<file path="src/rtl/ospi_boot_pkg.sv">
package ospi_boot_pkg;
  localparam int CMD_BITS   = 8;
  localparam int ADDR_BITS  = 24;
  localparam int FRAME_BITS = CMD_BITS + ADDR_BITS;
  localparam logic [CMD_BITS-1:0] READ_OPCODE = 8'h8B;

  typedef enum logic [2:0] {
    ST_IDLE,
    ST_SETUP,
    ST_CMD,
    ST_DUMMY,
    ST_DATA,
    ST_HOLD
  } seq_state_t;
endpackage

</file>
<file path="src/rtl/ospi_phase_gen.sv">
module ospi_phase_gen #(
  parameter int DIV = 4
) (
  input  logic clk,
  input  logic rst_n,
  input  logic run,
  input  logic hold,
  output logic [$clog2(DIV)-1:0] ph,
  output logic wrap,
  output logic rise
);
  localparam int PH_W = $clog2(DIV);
  localparam int HALF = DIV / 2;

  assign wrap = run && !hold && (ph == PH_W'(DIV - 1));
  assign rise = run && !hold && (ph == PH_W'(HALF - 1));

  always_ff @(posedge clk or negedge rst_n) begin
    if (!rst_n)      ph <= '0;
    else if (!run)   ph <= '0;
    else if (hold)   ph <= ph;
    else if (wrap)   ph <= '0;
    else             ph <= ph + 1'b1;
  end
endmodule

</file>
<file path="src/rtl/ospi_cmd_shifter.sv">
module ospi_cmd_shifter #(
  parameter int W = 32
) (
  input  logic         clk,
  input  logic         rst_n,
  input  logic         load,
  input  logic [W-1:0] load_val,
  input  logic         shift,
  output logic         msb
);
  logic [W-1:0] sr;

  always_ff @(posedge clk or negedge rst_n) begin
    if (!rst_n)     sr <= '0;
    else if (load)  sr <= load_val;
    else if (shift) sr <= {sr[W-2:0], 1'b0};
  end

  assign msb = sr[W-1];
endmodule

</file>
<file path="src/rtl/ospi_byte_out.sv">
module ospi_byte_out #(
  parameter int LANES = 8
) (
  input  logic             clk,
  input  logic             rst_n,
  input  logic             cap,
  input  logic [LANES-1:0] lanes_in,
  input  logic             ready,
  output logic [LANES-1:0] data,
  output logic             valid
);
  always_ff @(posedge clk or negedge rst_n) begin
    if (!rst_n) begin
      valid <= 1'b0;
      data  <= '0;
    end else begin
      if (cap) begin
        valid <= 1'b1;
        data  <= lanes_in;
      end else if (ready) begin
        valid <= 1'b0;
      end
    end
  end
endmodule

</file>
<file path="src/rtl/ospi_boot_reader.sv">
module ospi_boot_reader
  import ospi_boot_pkg::*;
#(
  parameter int CLK_DIV    = 4,
  parameter int DUMMY_CLKS = 8,
  parameter int CNT_W      = 16,
  parameter int LANES      = 8,
  parameter logic [ADDR_BITS-1:0] BOOT_ADDR = '0
) (
  input  logic             clk,
  input  logic             rst_n,
  input  logic             start,
  input  logic [CNT_W-1:0] byte_count,
  input  logic             cs_strap,
  output logic             busy,
  output logic             done,
  output logic             sclk,
  output logic [1:0]       cs_n,
  output logic [LANES-1:0] dq_o,
  output logic [LANES-1:0] dq_oe,
  input  logic [LANES-1:0] dq_i,
  output logic [LANES-1:0] out_data,
  output logic             out_valid,
  input  logic             out_ready
);
  localparam int PH_W  = $clog2(CLK_DIV);
  localparam int HALF  = CLK_DIV / 2;
  localparam int BIT_W = $clog2(FRAME_BITS);
  localparam int DUM_W = $clog2(DUMMY_CLKS + 1);

  seq_state_t        state;
  logic [PH_W-1:0]   ph;
  logic              wrap, rise, stall, run;
  logic [BIT_W-1:0]  bit_idx;
  logic [DUM_W-1:0]  dum_idx;
  logic [CNT_W-1:0]  remain;
  logic              sel;
  logic              load_frame, frame_msb;

  assign run        = (state != ST_IDLE);
  assign stall      = ((state == ST_DATA) || (state == ST_HOLD)) &&
                      (ph == '0) && out_valid && !out_ready;
  assign load_frame = (state == ST_IDLE) && start && (byte_count != '0);

  ospi_phase_gen #(.DIV(CLK_DIV)) u_phase (
    .clk(clk), .rst_n(rst_n), .run(run), .hold(stall),
    .ph(ph), .wrap(wrap), .rise(rise)
  );

  ospi_cmd_shifter #(.W(FRAME_BITS)) u_shift (
    .clk(clk), .rst_n(rst_n), .load(load_frame),
    .load_val({READ_OPCODE, BOOT_ADDR}),
    .shift(wrap && (state == ST_CMD)), .msb(frame_msb)
  );

  ospi_byte_out #(.LANES(LANES)) u_out (
    .clk(clk), .rst_n(rst_n), .cap(rise && (state == ST_DATA)),
    .lanes_in(dq_i), .ready(out_ready), .data(out_data), .valid(out_valid)
  );

  always_ff @(posedge clk or negedge rst_n) begin
    if (!rst_n) begin
      state   <= ST_IDLE;
      done    <= 1'b0;
      bit_idx <= '0;
      dum_idx <= '0;
      remain  <= '0;
      sel     <= 1'b0;
    end else begin
      done <= 1'b0;
      unique case (state)
        ST_IDLE: if (start) begin
          if (byte_count == '0) begin
            done <= 1'b1;
          end else begin
            state  <= ST_SETUP;
            remain <= byte_count;
            sel    <= cs_strap;
          end
        end
        ST_SETUP: if (wrap) begin
          state   <= ST_CMD;
          bit_idx <= '0;
        end
        ST_CMD: if (wrap) begin
          if (bit_idx == BIT_W'(FRAME_BITS - 1)) begin
            state   <= ST_DUMMY;
            dum_idx <= '0;
          end else begin
            bit_idx <= bit_idx + 1'b1;
          end
        end
        ST_DUMMY: if (wrap) begin
          if (dum_idx == DUM_W'(DUMMY_CLKS - 1)) state <= ST_DATA;
          else                                   dum_idx <= dum_idx + 1'b1;
        end
        ST_DATA: if (wrap) begin
          remain <= remain - 1'b1;
          if (remain == CNT_W'(1)) state <= ST_HOLD;
        end
        ST_HOLD: if (wrap) begin
          state <= ST_IDLE;
          done  <= 1'b1;
        end
        default: state <= ST_IDLE;
      endcase
    end
  end

  assign busy = run;
  assign sclk = ((state == ST_CMD) || (state == ST_DUMMY) || (state == ST_DATA)) &&
                (ph >= PH_W'(HALF));

  always_comb begin
    cs_n = 2'b11;
    if (run) cs_n[sel] = 1'b0;
  end

  generate
    for (genvar g = 0; g < LANES; g++) begin : g_lane
      if (g == 0) begin : g_cmd_lane
        assign dq_oe[g] = (state == ST_CMD);
        assign dq_o[g]  = (state == ST_CMD) && frame_msb;
      end else begin : g_rx_lane
        assign dq_oe[g] = 1'b0;
        assign dq_o[g]  = 1'b0;
      end
    end
  endgenerate
endmodule

</file>
<file path="config.mk">
export PLATFORM = sky130hd
export DESIGN_NAME = ospi_boot_reader
export DESIGN_NICKNAME = d
export VERILOG_FILES = /design/src/rtl/ospi_boot_pkg.sv /design/src/rtl/ospi_phase_gen.sv /design/src/rtl/ospi_cmd_shifter.sv /design/src/rtl/ospi_byte_out.sv /design/src/rtl/ospi_boot_reader.sv
export SDC_FILE = /design/constraint.sdc
export NUM_CORES = 1
export LEC_CHECK = 0
export ABC_AREA = 1
export BUFFER_PORTS_ARGS = -buffer_cell sky130_fd_sc_hd__buf_2
export CAP_MARGIN = 20
export CELL_PAD_IN_SITES_DETAIL_PLACEMENT = 1
export CELL_PAD_IN_SITES_GLOBAL_PLACEMENT = 1
export CORE_UTILIZATION = 39
export DETAILED_ROUTE_END_ITERATION = 8
export PLACE_DENSITY = 0.8
export REMOVE_ABC_BUFFERS = 1
export SLEW_MARGIN = 20
export SYNTH_ARGS = -nofsm -noshare
export SYNTH_HDL_FRONTEND = slang
export SYNTH_HIERARCHICAL = 1
export SYNTH_SLANG_ARGS = --single-unit
</file>
<file path="constraint.sdc">
create_clock -name clk -period 2.1 [get_ports clk]
set_clock_uncertainty 0.05 [all_clocks]
set_input_delay 0.42 -clock clk [delete_from_list [all_inputs] [get_ports clk]]
set_output_delay 0.42 -clock clk [all_outputs]
set_load 0.005 [all_outputs]
</file>
==> flow_summary.json, run 1 <==
{
  "netlist_instances": 595,
  "place_worst_setup_slack_ns": -0.186,
  "n_antenna_cell": 0,
  "cts_inserted_buffers": 9,
  "routed_via_density": 4.84,
  "chipWidth_um": 108,
  "cts_hold_repair_buffers": 0,
  "routed_wirelength_mm": 11.4,
  "critical_path.max_fanout": 5,
  "die_area_um2": 11700,
  "globalRoute.totalOverflow": 0,
  "timing.critical_path.arrival_ns": 1.54,
  "critical_path.max_stage_delay_ns": 0.40,
  "boundaryPins": 59,
  "tritoncts_num_sinks": 73,
  "synthesis.area_um2": 4410,
  "cpLargestDelayFamily": "buffers and inverters",
  "final_worst_slack_ns": 0.0891,
  "grt.total_usage_pct": 21.4,
  "post-route-period-util_pct": 95.8,
  "area_growth_pct": 20.2,
  "required_ns": 1.63,
  "power.density_cell_area_nw_per_um2": 1440,
  "num_rows": 38,
  "firstDrtPassIters": 4,
  "synth.ff_latch_count": 73,
  "run_status": "complete, no violations",
  "seq_area_frac_synth_pct": 41.5,
  "finalCriticalPeriod_ns": 2.01,
  "die_ht_um": 108,
  "drtIter0Drc": 243,
  "final_cell_count_no_fill": 828,
  "start_util_pct": 40.3,
  "post_synth.cell_area_avg_um2": 7.41,
  "post-place-cells": 806,
  "crit_path_cell_chain": "buf_6 -> buf_4 -> nor2_8 -> nand2_2 -> a21boi_2 -> buf_2",
  "buffer_ports.inserted": 44,
  "first_global_vias": 4153,
  "pin_count_of_the_biggest_net_entering_global_routing": 74,
  "routed_wire_length_per_instance_um": 13.8,
  "mostFrequentLayoutCells": "nand2_1 (233), nand3_1 (97), dfrtp_1 (72)",
  "cp-startpoint": "state[1]$_DFFE_PN0P_",
  "synth_top_area_share_pct": 41.5,
  "critical_path_launch_point_type": "flip-flop",
  "dp.final_hpwl_mm": 7.73,
  "via_count": 4010,
  "grt_pass1_wl_mm": 19.6,
  "final_max_slew_viol_count": 0,
  "detailed_place.area_um2": 4840,
  "timing.final.hold_violations": 0,
  "cts_root_buf": "clkbuf_16",
  "ys_warn_count": 6,
  "cp-end-kind": "output port",
  "p_leak_nw": 2.77,
  "peakVddDrop_mv": 0.553,
  "final_setup_violation_count": 0,
  "cts.path.max_buffers": 2,
  "final_area_um2": 5300,
  "cts_tree": "yes",
  "clk_pin_slew_ns": 0.06,
  "min_path_type": "in -> async",
  "coreArea_um2": 10900,
  "timing.setup.critical_path_class": "reg -> out",
  "place_congestion": 0.812,
  "layout.cells.most_common": "nand2_1",
  "clock_tree.htree_level_count": 3,
  "layout.core_utilization_pct": 48.5,
  "detail_route.drc_violations": 0,
  "rr_startpoint": "state[2]$_DFFE_PN0P_",
  "critical-path-slowest-cell": "dfrtp_1",
  "grt_antenna_before_repair": 0,
  "worst_skew_pair.late_latency_ns": 0.34,
  "layout-drive-gt1-share_pct": 19.0,
  "fin_nets": 719,
  "report.power.total_mw": 7.62,
  "critical_path_buf_inv_count": 3,
  "fmax_mhz": 497,
  "number_of_library_cell_types_mapped_by_synthesis": 33,
  "synth.area.top_cells": "dfrtp_1 (41%), nand2_1 (20%), nand3_1 (11%), buf_6 (3.6%), nor2_1 (3.3%)",
  "max_cap_viol_count": 0,
  "route.antenna.remaining_nets": 0,
  "synthDominantAreaCellType": "dfrtp_1"
}
-- worst reg2reg max path: cells and delay by family, from the launching register on --
kind | cells | cell delay (ns)
AND/OR/NAND/NOR | 11 | 1.01
flip-flops | 1 | 0.44
buffers and inverters | 4 | 0.38
-- logic make-up after synthesis --
kind of cell / count (synthesis) / share of synthesized area [%]
other: 2 / 0.170
buffers and inverters: 81 / 11.0
AO/OA/AOI/OAI: 28 / 4.00
adder cells (fa/ha/maj): 7 / 1.99
AND/OR/NAND/NOR: 403 / 41.1
XOR/XNOR: 1 / 0.199
flip-flops: 73 / 41.5
-- state kept, by name (all words and copies together), names as in the netlist --
register / cells
bit_idx: 5
done: 1
dum_idx: 4
remain: 16
sel: 1
state: 3
u_out/data: 8
u_out/valid: 1
u_phase/ph: 2
u_shift/sr: 32
-- where the power goes --
| group | leakage [nW] | switching (mW) | total, mW | internal, mW |
|---|---|---|---|---|
| Sequential | 0.913 | 0.476 | 2.52 | 2.04 |
| Combinational | 1.70 | 2.13 | 3.42 | 1.29 |
| Clock | 0.159 | 0.616 | 1.69 | 1.07 |
| Total | 2.77 | 3.22 | 7.62 | 4.40 |
-- final timing paths --
check	endpoint	slack, ns	depth (start not counted)
worst max-delay path	sclk	0.09	6
worst min-delay path	remain[8]$_DFFE_PN0P_	0.03	2
worst max register to register	state[1]$_DFFE_PN0P_	0.11	15
worst min register to register	u_out/data[6]$_DFFE_PN0P_	0.41	2
max in group asynchronous	state[2]$_DFFE_PN0P_	1.58	2
min in group clk	u_out/data[7]$_DFFE_PN0P_	0.23	3
-- routing by layer --
metal  global-route usage [%]  up-vias  wire length (um)  part of all wire (%)
met5                        0        -                 0                     0
met4                     7.92        0               182                   1.6
met3                     3.13       11               227                   2.0
met2                     38.7       50              5890                    51
met1                     25.8     1950              5150                    45
li1                         -     1999                 -                     -
-- Yosys cell counts --
| cell | number |
|---|---|
| nand2_4 | 5 |
| o21ai_0 | 14 |
| a21boi_0 | 1 |
| nor2_1 | 39 |
| nand2_1 | 235 |
| nor2_8 | 1 |
| nand3_2 | 3 |
| clkinv_4 | 1 |
| nor2_2 | 2 |
| buf_2 | 6 |
| nand3_1 | 97 |
| nor2_4 | 5 |
| nor4_1 | 1 |
| a21oi_1 | 5 |
| nand3b_4 | 1 |
| inv_6 | 1 |
| dfrtp_1 | 73 |
| o21bai_1 | 1 |
| nor3_4 | 1 |
| or2_2 | 2 |
| nand2_2 | 7 |
| inv_1 | 36 |
| ha_1 | 7 |
| o211ai_4 | 1 |
| o32ai_1 | 1 |
| o21ai_1 | 4 |
| inv_2 | 7 |
| buf_4 | 16 |
| a21oi_4 | 1 |
| xor2_1 | 1 |
| nand4_1 | 4 |
| conb_1 | 2 |
| buf_6 | 14 |
-- stage by stage --
| step | setup TNS, ns | hold slack [ns] |
|---|---|---|
| 6_report | 0 | 0.0251 |
| 5_1_grt | -0.00647 | 0.0738 |
| 4_1_cts | 0 | 0.0670 |
| 3_5_place_dp | -4.64 | 0.405 |
| 3_3_place_gp | -0.870 | 0.401 |
| 2_1_floorplan | -48.23 | 0.0744 |
-- final cells by class --
type,count,area [um2]
tap,140,175
fill,1420,5640
clock buffer,11,243
inverter,45,184
clock inverter,5,78.8
timing repair buffer,68,474
sequential,73,1830
multi-input combinational,486,2320
-- what timing repair did --
| action | 4_1_cts | 5_1_grt |
|---|---|---|
| cloned | 1 | 0 |
| pin swaps | 1 | 5 |
| setup endpoints to repair | 36 | 51 |
| gates resized for setup | 7 | 11 |
| setup buffers | 0 | 5 |
Power figures use the tool's default switching activity.
==> inputs of run 2 (changes only) <==
--- a/config.mk
+++ b/config.mk
@@ -14,2 +14,3 @@
 export DETAILED_ROUTE_END_ITERATION = 8
+export MAX_ROUTING_LAYER = met4
 export PLACE_DENSITY = 0.8
--- a/constraint.sdc
+++ b/constraint.sdc
@@ -4,2 +4,2 @@
 set_output_delay 0.42 -clock clk [all_outputs]
-set_load 0.005 [all_outputs]
+set_load 0.02 [all_outputs]
==> flow_summary.json, run 2 (synthesis results as in run 1) <==
{
  "grt_antenna_before_repair": 0,
  "flip_flop_count_of_the_largest_register_after_layout": 32,
  "run_status": "complete, no violations",
  "chipWidth_um": 108,
  "critical_path_buf_inv_count": 3,
  "routed_via_density": 4.89,
  "buffer_ports.inserted": 44,
  "mostFrequentLayoutCells": "nand2_1 (233), nand3_1 (97), dfrtp_1 (73)",
  "n_antenna_cell": 0,
  "cp-startpoint": "state[1]$_DFFE_PN0P_",
  "largest_regs": "u_shift/sr (32), remain (16), u_out/data (8)",
  "rr_startpoint": "state[2]$_DFFE_PN0P_",
  "required_ns": 1.63,
  "tritoncts_num_sinks": 73,
  "max_cap_viol_count": 0,
  "routed_wirelength_mm": 11.8,
  "cp-end-kind": "output port",
  "final_max_slew_viol_count": 0,
  "cts.path.max_buffers": 2,
  "grt_setup_unrepaired": "true",
  "num_rows": 38,
  "layout.cells.most_common": "nand2_1",
  "largest-register": "u_shift/sr",
  "final_setup_violation_count": 0,
  "routed_wire_length_per_instance_um": 14.2,
  "layout.core_utilization_pct": 49.0,
  "reg2reg_slack_ns": 0.05,
  "worstRegToRegCells": 15,
  "clk_pin_slew_ns": 0.07,
  "clock_tree.htree_level_count": 3,
  "die_area_um2": 11700,
  "pin_count_of_the_biggest_net_entering_global_routing": 74,
  "post-route-period-util_pct": 97.7,
  "drtIter0Drc": 148,
  "start_util_pct": 40.3,
  "cts_root_buf": "clkbuf_16",
  "final_worst_slack_ns": 0.0489,
  "cts_tree": "yes",
  "timing.critical_path.arrival_ns": 1.58,
  "critical_path.max_stage_delay_ns": 0.40,
  "via_count": 4072,
  "route.antenna.remaining_nets": 0,
  "reg2reg_to": "state[1]$_DFFE_PN0P_",
  "grt.total_usage_pct": 21.8,
  "fin_nets": 723,
  "layout-drive-gt1-share_pct": 19.5,
  "crit_path_cell_chain": "buf_6 -> buf_12 -> nor2_8 -> nand2_2 -> a21boi_2 -> buf_2",
  "firstDrtPassIters": 4,
  "first_global_vias": 4156,
  "finalCriticalPeriod_ns": 2.05,
  "critical_path_launch_point_type": "flip-flop",
  "p_leak_nw": 2.79,
  "report.power.total_mw": 8.00,
  "dp.final_hpwl_mm": 7.77,
  "cpLargestDelayFamily": "buffers and inverters",
  "die_ht_um": 108,
  "critical-path-slowest-cell": "dfrtp_1",
  "setup-tns-final_ns": 0,
  "min_path_type": "in -> async",
  "area_growth_pct": 21.6,
  "detail_route.drc_violations": 0,
  "coreArea_um2": 10900,
  "globalRoute.totalOverflow": 0,
  "timing.setup.critical_path_class": "reg -> out",
  "power.density_cell_area_nw_per_um2": 1490,
  "place_congestion": 0.798,
  "cts_inserted_buffers": 9,
  "worst_skew_pair.late_latency_ns": 0.34,
  "cp_num_cells": 6,
  "grt_pass1_wl_mm": 19.3,
  "critical_path.max_fanout": 5,
  "place_worst_setup_slack_ns": -0.245,
  "timing.hold.ws_ns": 0.0506,
  "fmax_mhz": 488,
  "peakVddDrop_mv": 0.590,
  "boundaryPins": 59,
  "timing.final.hold_violations": 0
}
==> run 2: cell types whose count changed in the layout (fill, tap and decap cells not counted), sizes merged <==
cell      change
inv           +1
bufinv        +1
clkbuf        -1
buf           +4
clkinvlp      +1
clkinv        -2
==> run 2: metrics by stage <==
step / instances / area [um2]
after floorplan: 603 / 4260
after global placement: 805 / 4820
after detailed placement: 805 / 4820
after CTS: 827 / 5260
after global routing: 832 / 5360
final: 832 / 5360
==> run 2: power breakdown <==
group | switching, mW | internal (mW)
Sequential | 0.463 | 2.04
Combinational | 2.35 | 1.33
Clock | 0.644 | 1.17
==> run 2: metal layers <==
| layer | share of wire [%] | vias to the layer above | wire, um | GRT usage [%] |
|---|---|---|---|---|
| met5 | 0 | - | 0 | - |
| met4 | 1.6 | 0 | 191 | 6.47 |
| met3 | 2.9 | 13 | 340 | 4.76 |
| met2 | 53 | 55 | 6200 | 38.0 |
| met1 | 43 | 1998 | 5040 | 25.0 |
| li1 | - | 2006 | - | - |
==> run 2: how the worst max path moves through the flow <==
stage                            endpoint  slack [ns]
2_1_floorplan  u_shift/sr[10]$_DFFE_PN0P_       -1.43
3_3_place_gp    u_shift/sr[1]$_DFFE_PN0P_       -0.03
3_5_place_dp    u_shift/sr[3]$_DFFE_PN0P_       -0.24
4_1_cts              state[0]$_DFFE_PN0P_        0.01
5_1_grt              state[0]$_DFFE_PN0P_       -0.05
6_report                             sclk        0.05
==> run 2: what timing repair did <==
item | 4_1_cts | 5_1_grt
hold buffers | 0 | 0
cloned | 1 | 0
pin swaps | 2 | 4
endpoints found under the hold margin | 0 | 0
resized for setup | 8 | 14
setup buffers | 5 | 5
endpoints found under the setup margin | 47 | 29
==> run 2: cell type report <==
cell class | count | area [um2]
clock buffers | 10 | 229
clock inverters | 6 | 115
fillers | 1430 | 5580
inverters | 45 | 184
multi-input cells | 486 | 2330
flip-flops and latches | 73 | 1830
well taps | 140 | 175
repair buffers | 72 | 500
==> run 2: worst register-to-register path, stage by stage, from the launching register on <==
cell and delay [ns]:
dfrtp_1 0.44, nand2_2 0.12, nor4_2 0.06, buf_4 0.15, nor2_4 0.10, inv_2 0.06, nor2_4 0.15, inv_4 0.07
nand3_2 0.09, nand2_4 0.08, inv_4 0.09, nand2_2 0.06, nor2_4 0.18, nand3_4 0.11, nand2_2 0.08, nand2_1 0.04
==> inputs of run 3 (changes only) <==
==> constraint.sdc (replaced) <==
create_clock -name clk -period 2.1 [get_ports clk]
set_clock_uncertainty 0.05 [all_clocks]
set_input_delay 0.315 -clock clk [delete_from_list [all_inputs] [get_ports clk]]
set_output_delay 0.315 -clock clk [all_outputs]
set_load 0.02 [all_outputs]
==> flow_summary.json, run 3 (synthesis results as in run 1) <==
{
  "critical_path_launch_point_type": "flip-flop",
  "tritoncts_num_sinks": 73,
  "fmax_mhz": 496,
  "via_count": 4024,
  "flip_flop_count_of_the_largest_register_after_layout": 32,
  "firstDrtPassIters": 4,
  "area_growth_pct": 19.8,
  "routed_wirelength_mm": 11.6,
  "layout.cells.most_common": "nand2_1",
  "layout.core_utilization_pct": 48.3,
  "route.antenna.remaining_nets": 0,
  "place_congestion": 0.848,
  "detailed_place.area_um2": 4800,
  "timing.setup.critical_path_class": "reg -> out",
  "met1Wirelength_mm": 5.03,
  "max_cap_viol_count": 0,
  "cts_root_buf": "clkbuf_16",
  "final_max_slew_viol_count": 0,
  "highest-signal-layer": "met4",
  "met3WireLength_um": 275,
  "layout-drive-gt1-share_pct": 18.9,
  "peakVddDrop_mv": 0.577,
  "boundaryPins": 59,
  "critical_path.max_fanout": 6,
  "num_rows": 38,
  "cts_inserted_buffers": 9,
  "p_leak_nw": 2.76,
  "globalRoute.totalOverflow": 0,
  "final_area_um2": 5280,
  "mostFrequentLayoutCells": "nand2_1 (234), nand3_1 (97), dfrtp_1 (72)",
  "die_ht_um": 108,
  "grt.total_usage_pct": 22.0,
  "first_global_vias": 4104,
  "min_path_type": "in -> reg",
  "fin_nets": 719,
  "required_ns": 1.74,
  "clk_pin_slew_ns": 0.06,
  "final_setup_violation_count": 0,
  "buffer_ports.inserted": 44,
  "largest-register": "u_shift/sr",
  "clock_tree.htree_level_count": 3,
  "met2WireLength_mm": 6.19,
  "n_antenna_cell": 0,
  "coreArea_um2": 10900,
  "cp-end-kind": "output port",
  "setup-tns-final_ns": 0,
  "run_status": "complete, no violations",
  "post-route-period-util_pct": 95.9,
  "worst_skew_pair.late_latency_ns": 0.35,
  "power.density_cell_area_nw_per_um2": 1460,
  "routed_via_density": 4.86,
  "routed_wire_length_per_instance_um": 14.0,
  "drtIter0Drc": 190,
  "timing_worst_slew_pin_value_ns": 0.518,
  "die_area_um2": 11700,
  "finalCriticalPeriod_ns": 2.01,
  "dp.final_hpwl_mm": 7.82,
  "chipWidth_um": 108,
  "timing.final.hold_violations": 0,
  "cts.path.max_buffers": 2,
  "cts_tree": "yes",
  "detail_route.drc_violations": 0,
  "timing.critical_path.arrival_ns": 1.65,
  "largest_regs": "u_shift/sr (32), remain (16), u_out/data (8)",
  "grt_antenna_before_repair": 0,
  "grt_pass1_wl_mm": 19.4,
  "slew_headroom_pct": 65.4,
  "report.power.total_mw": 7.72,
  "start_util_pct": 40.3,
  "pin_count_of_the_biggest_net_entering_global_routing": 74
}
run 3: cell types whose count changed in the layout (fill, tap and decap cells not counted), sizes merged:
cell / delta
buf: -5
dlygate4sd3: +1
bufinv: -1
clkinv: +1
inv: -1
clkbuf: +1
run 3: final cells by class:
type	instances	area (um2)
Multi-Input combinational cell	486	2320
Fill cell	1445	5660
Tap cell	140	175
Clock inverter	5	77.6
Timing Repair Buffer	68	440
Sequential cell	73	1830
Clock buffer	11	253
Inverter	45	186
run 3: repair_timing:
item / in CTS / in global routing
gates cloned: 1 / 0
resized for setup: 7 / 12
endpoints found under the setup margin: 33 / 52
hold endpoints to repair: 73 / 0
pin swaps: 1 / 8
setup buffers: 0 / 6
hold buffers: 1 / 0
run 3: per-stage QoR:
stage	instances	setup slack, ns	hold WS (ns)
finish	828	0.0855	0.123
CTS	822	0.0186	0.113
detailed placement	804	-0.129	0.322
global route	828	-0.0221	0.132
global placement	804	0.0372	0.329
floorplan	603	-1.43	-0.0306
run 3: routing by layer:
metal / GRT usage, % / vias to the layer above
met5: - / -
met4: 5.60 / 0
met3: 4.94 / 9
met2: 38.7 / 46
met1: 25.2 / 1967
li1: - / 2002
run 3: critical path: stages, from the launching register on:
cell and delay, ns:
dfrtp_1 0.39, buf_4 0.15, buf_4 0.18, nor2_8 0.11
nand2_2 0.10, a21boi_2 0.19, buf_2 0.19
run 3: report_power, final:
part | switching, mW | internal, mW | total, mW
Combinational | 2.31 | 1.19 | 3.50
Sequential | 0.477 | 2.04 | 2.52
Clock | 0.605 | 1.10 | 1.71
Total | 3.39 | 4.33 | 7.72
run 3: path summary, 6_finish.rpt:
path | startpoint | to | slack [ns] | cells past startpoint
min in group asynchronous | rst_n | remain[10]$_DFFE_PN0P_ | 0.46 | 3
worst max-delay path | state[1]$_DFFE_PN0P_ | sclk | 0.09 | 6
worst min register to register | u_out/data[3]$_DFFE_PN0P_ | u_out/data[3]$_DFFE_PN0P_ | 0.42 | 2
worst max register to register | state[2]$_DFFE_PN0P_ | state[0]$_DFFE_PN0P_ | 0.10 | 15
worst min-delay path | cs_strap | sel$_DFFE_PN0P_ | 0.12 | 3
max in group asynchronous | rst_n | state[2]$_DFFE_PN0P_ | 1.17 | 3
